<file path="config.mk">
export PLATFORM = sky130hd
export DESIGN_NAME = wr_status_responder
export DESIGN_NICKNAME = d
export VERILOG_FILES = /design/src/rtl/wsr_pkg.sv /design/src/rtl/wsr_strobe_decode.sv /design/src/rtl/wsr_toggle_next.sv /design/src/rtl/wsr_word_format.sv /design/src/rtl/wr_status_responder.sv
export SDC_FILE = /design/constraint.sdc
export NUM_CORES = 1
export LEC_CHECK = 0
export BUFFER_PORTS_ARGS = -buffer_cell sky130_fd_sc_hd__clkbuf_2
export CORE_AREA = 2 2 39 41
export CTS_CLUSTER_DIAMETER = 80
export DETAILED_ROUTE_END_ITERATION = 8
export DIE_AREA = 0 0 41 43
export GPL_ROUTABILITY_DRIVEN = 0
export PLACE_DENSITY = 0.65
export SLEW_MARGIN = 20
export SYNTH_ARGS = -nofsm -noshare
export SYNTH_HDL_FRONTEND = slang
export SYNTH_SLANG_ARGS = --single-unit
</file>
<file path="constraint.sdc">
create_clock -name clk -period 1.3 [get_ports clk]
set_input_delay 0.065 -clock clk [delete_from_list [all_inputs] [get_ports clk]]
set_output_delay 0.065 -clock clk [all_outputs]
set_load 0.01 [all_outputs]
</file>
<file path="src/rtl/wsr_pkg.sv">
package wsr_pkg;

    // Registered control state of the responder.
    typedef struct packed {
        logic rd;    // combined read strobe, previous cycle
        logic busy;  // busy flag, previous cycle
        logic tog;   // toggle state reported on the toggle bit
        logic en;    // registered pad enable
    } ctl_t;

    localparam ctl_t CTL_RESET = '{rd: 1'b0, busy: 1'b0, tog: 1'b0, en: 1'b0};

endpackage

</file>
<file path="src/rtl/wsr_strobe_decode.sv">
module wsr_strobe_decode (
    input  logic ce_n,
    input  logic oe_n,
    input  logic we_n,
    input  logic rd_prev,
    output logic rd,
    output logic rd_start
);
    // A read access needs both enables low and no write strobe.
    assign rd       = !ce_n && !oe_n && we_n;
    assign rd_start = rd && !rd_prev;
endmodule

</file>
<file path="src/rtl/wsr_toggle_next.sv">
module wsr_toggle_next (
    input  logic tog_q,
    input  logic busy,
    input  logic busy_prev,
    input  logic rd_start,
    output logic tog_next
);
    logic base;

    always_comb begin
        // A new write cycle restarts the sequence from zero.
        base     = (busy && !busy_prev) ? 1'b0 : tog_q;
        tog_next = (busy && rd_start) ? ~base : base;
    end
endmodule

</file>
<file path="src/rtl/wsr_word_format.sv">
module wsr_word_format #(
    parameter int          DATA_W     = 8,
    parameter int          POLL_BIT   = 7,
    parameter int          TOGGLE_BIT = 6,
    parameter logic [DATA_W-1:0] FILL = '0
) (
    input  logic              rd,
    input  logic              busy,
    input  logic              tog,
    input  logic [DATA_W-1:0] last_byte,
    input  logic [DATA_W-1:0] array_data,
    output logic [DATA_W-1:0] word,
    output logic              en
);
    logic [DATA_W-1:0] status;

    always_comb begin
        status             = FILL;
        status[POLL_BIT]   = ~last_byte[POLL_BIT];
        status[TOGGLE_BIT] = tog;
        en                 = rd;
        if (!rd)
            word = '0;
        else if (busy)
            word = status;
        else
            word = array_data;
    end
endmodule

</file>
<file path="src/rtl/wr_status_responder.sv">
module wr_status_responder #(
    parameter int DATA_W     = 8,
    parameter int POLL_BIT   = 7,
    parameter int TOGGLE_BIT = 6
) (
    input  logic              clk,
    input  logic              rst_n,
    input  logic              ce_n,
    input  logic              oe_n,
    input  logic              we_n,
    input  logic              busy,
    input  logic [DATA_W-1:0] last_byte,
    input  logic [DATA_W-1:0] array_data,
    output logic [DATA_W-1:0] dout,
    output logic              dout_en
);
    import wsr_pkg::*;

    localparam logic [DATA_W-1:0] FILL_WORD = '0;

    ctl_t              ctl_d, ctl_q;
    logic [DATA_W-1:0] dout_d, dout_q;

    logic              rd_w, rd_start_w, tog_w, en_w;
    logic [DATA_W-1:0] word_w;

    wsr_strobe_decode i_strobe (
        .ce_n     (ce_n),
        .oe_n     (oe_n),
        .we_n     (we_n),
        .rd_prev  (ctl_q.rd),
        .rd       (rd_w),
        .rd_start (rd_start_w)
    );

    wsr_toggle_next i_toggle (
        .tog_q     (ctl_q.tog),
        .busy      (busy),
        .busy_prev (ctl_q.busy),
        .rd_start  (rd_start_w),
        .tog_next  (tog_w)
    );

    wsr_word_format #(
        .DATA_W     (DATA_W),
        .POLL_BIT   (POLL_BIT),
        .TOGGLE_BIT (TOGGLE_BIT),
        .FILL       (FILL_WORD)
    ) i_format (
        .rd         (rd_w),
        .busy       (busy),
        .tog        (tog_w),
        .last_byte  (last_byte),
        .array_data (array_data),
        .word       (word_w),
        .en         (en_w)
    );

    always_comb begin
        ctl_d      = ctl_q;
        ctl_d.rd   = rd_w;
        ctl_d.busy = busy;
        ctl_d.tog  = tog_w;
        ctl_d.en   = en_w;
        dout_d     = word_w;
    end

    always_ff @(posedge clk or negedge rst_n) begin
        if (!rst_n) begin
            ctl_q  <= CTL_RESET;
            dout_q <= '0;
        end else begin
            ctl_q  <= ctl_d;
            dout_q <= dout_d;
        end
    end

    assign dout    = dout_q;
    assign dout_en = ctl_q.en;

endmodule

</file>
==> metrics.cfg <==
[routing]
dr.pass1.iters = 4
post_drt_via_cell_ratio = 4.38
drtIter0Drc = 2
wl_per_cell_um = 9.83
totalWireLength_um = 786
ant_nets = 0
via_count = 350
drc = 0

[die]
die_h_um = 43
row_count = 14
fp.dieW_um = 41
core_um2 = 1380
start_util = 0.303
ios = 31
dieArea_um2 = 1760

[synthesis]
synth_cells = 32
synthesis.nets = 54
syn_avg_cell_area_um2 = 13.1
synth_cell_types = 16
synth.cell_area_um2 = 419
synth_warnings = 0
ys_seq_elements = 11
seq_area_frac_synth = 0.657

[critical_path]
max_stage_delay_ns = 0.42
path_class = flip-flop to flip-flop
crit_chain = nor4b_2, mux2i_1, a21oi_1
worstPathArrival_ns = 1.34
startpoint_type = flip-flop
required_ns = 1.45
crit_slowest_cell = dfrtp_1
end_kind = flip-flop
critical_path_peak_fanout = 4

[clock_tree]
cts_made_buffers = 3
post_cts_resized = 0
root_buffer = clkbuf_4
htreeDepth = 1
cts.path.max_buffers = 2
cts.sinks = 11
clock_latency_ns = 0.26
clk_pin_slew_worst_paths_ns = 0.07
cts_tree = done

[worst_hold_path]
min_path_type = input port to flip-flop

[global_route]
grt_pass1_wl_um = 1170
grt_pass1_vias = 288
grt_usage = 0.107
antenna_found_initial = 0
grt_overflow_total = 0
grt_max_degree = 12

[finish]
drive_above_1_share = 0.453
mostFrequentLayoutCell = clkbuf_2
fillCellCount = 139
antenna_cells = 0
area_growth_pct = 51.9
final_cell_mix = 23 x clkbuf_2, 11 x dfrtp_1, 6 x and2_1, 6 x dlygate4sd3_1, 3 x clkbuf_4
nets = 87

[placed_design]
port-buffer-count = 23
pre_cts_slack_ns = 0.114
dp_hpwl_um = 571

[sta]
hold_viol = 0
min_period_over_period = 0.919
worst_slack_ns = 0.105
grt_setup_unrepaired = no
slew_headroom = 0.796
whs_ns = 0.0145
tightest_slew_ns = 0.305
period_needed_ns = 1.19
fin_tns_setup_ns = 0
clock_skew_ns = 0.000343
clock.fmax_mhz = 837
slew_violations = 0
setup-violations-final = 0

[power_and_ir_drop]
total_leakage_power_nw = 0.339
power_mw = 0.663
vdd_ir_drop_max_mv = 0.482
power_per_cell_area_nw_per_um2 = 1040

[status]
status = finished, final reports clean

[job]
drv_cap = 0

-- layer usage --
| metal | GRT usage | up-vias | wire [µm] |
|---|---|---|---|
| li1 | - | 173 | - |
| met1 | 0.133 | 156 | 319 |
| met2 | 0.138 | 19 | 380 |
| met3 | 0.0314 | 2 | 82 |
| met4 | 0.100 | 0 | 4 |
| met5 | 0 | - | 0 |
-- stage by stage --
| stage | cell area [µm²] | instances | utilization |
|---|---|---|---|
| after floorplan | 419 | 32 | - |
| after global placement | 551 | 70 | 0.398 |
| after detailed placement | 551 | 70 | 0.398 |
| after CTS | 637 | 80 | 0.460 |
| after global routing | 637 | 80 | 0.460 |
| final | 637 | 80 | 0.460 |
-- final cells by class --
class,count,area [µm²],share of cell area
Inverter,1,3.75,0.00589
Multi-Input combinational cell,19,136,0.214
Clock buffer,4,26.3,0.0413
Sequential cell,11,275,0.432
Timing Repair Buffer,29,175,0.275
Tap cell,16,20.0,0.0314
-- flip-flops by register name (all words and copies together) (netlist names) --
name and count:
dout 8, ctl_q 3
-- cell families after synthesis --
group / synth area share
flops: 0.657
simple gates: 0.245
compound gates: 0.0567
mux: 0.0239
buf+inv: 0.0179
-- critical path: cells and delay by family, from the launching register on --
kind            cells  cell delay, ns
simple gates        1            0.37
mux                 1            0.22
compound gates      1            0.08
flops               1            0.42
-- power breakdown --
part	switching, mW	internal [mW]	total (mW)	leakage [nW]
Combinational	0.0330	0.0426	0.0757	0.175
Sequential	0.00614	0.353	0.359	0.149
Clock	0.110	0.119	0.228	0.0150
-- repair_timing --
item | in CTS | in global routing
hold endpoints to repair | 16 | 0
hold buffers | 6 | 0
buffers inserted | 0 | 0
-- path summary, 6_finish.rpt --
kind / startpoint / endpoint / slack, ns / cells after the start
hold / removal: array_data[4] / dout[4]$_DFF_PN0_ / 0.01 / 2
hold reg to reg: ctl_q[1]$_DFF_PN0_ / ctl_q[1]$_DFF_PN0_ / 0.57 / 2
setup / recovery: ctl_q[3]$_DFF_PN0_ / ctl_q[1]$_DFF_PN0_ / 0.11 / 3
setup reg to reg: ctl_q[3]$_DFF_PN0_ / ctl_q[1]$_DFF_PN0_ / 0.11 / 3
min in group asynchronous: rst_n / dout[7]$_DFF_PN0_ / 0.20 / 2
max in group asynchronous: rst_n / dout[2]$_DFF_PN0_ / 0.88 / 2
-- cell usage after synthesis --
cell       n  area share
nor2_1     1      0.0089
a31oi_1    1       0.015
nor2_4     1       0.027
inv_1      1      0.0089
and2_1     6       0.090
nand4_1    1       0.015
or3b_4     1       0.027
nand3b_1   1       0.018
mux2i_1    1       0.024
nor4b_2    1       0.036
nand2_1    1      0.0089
a211oi_1   1       0.018
clkbuf_1   1      0.0089
nand2b_1   1       0.015
dfrtp_1   11        0.66
a21oi_1    2       0.024
No activity file was read; power rests on OpenSTA's default activity.
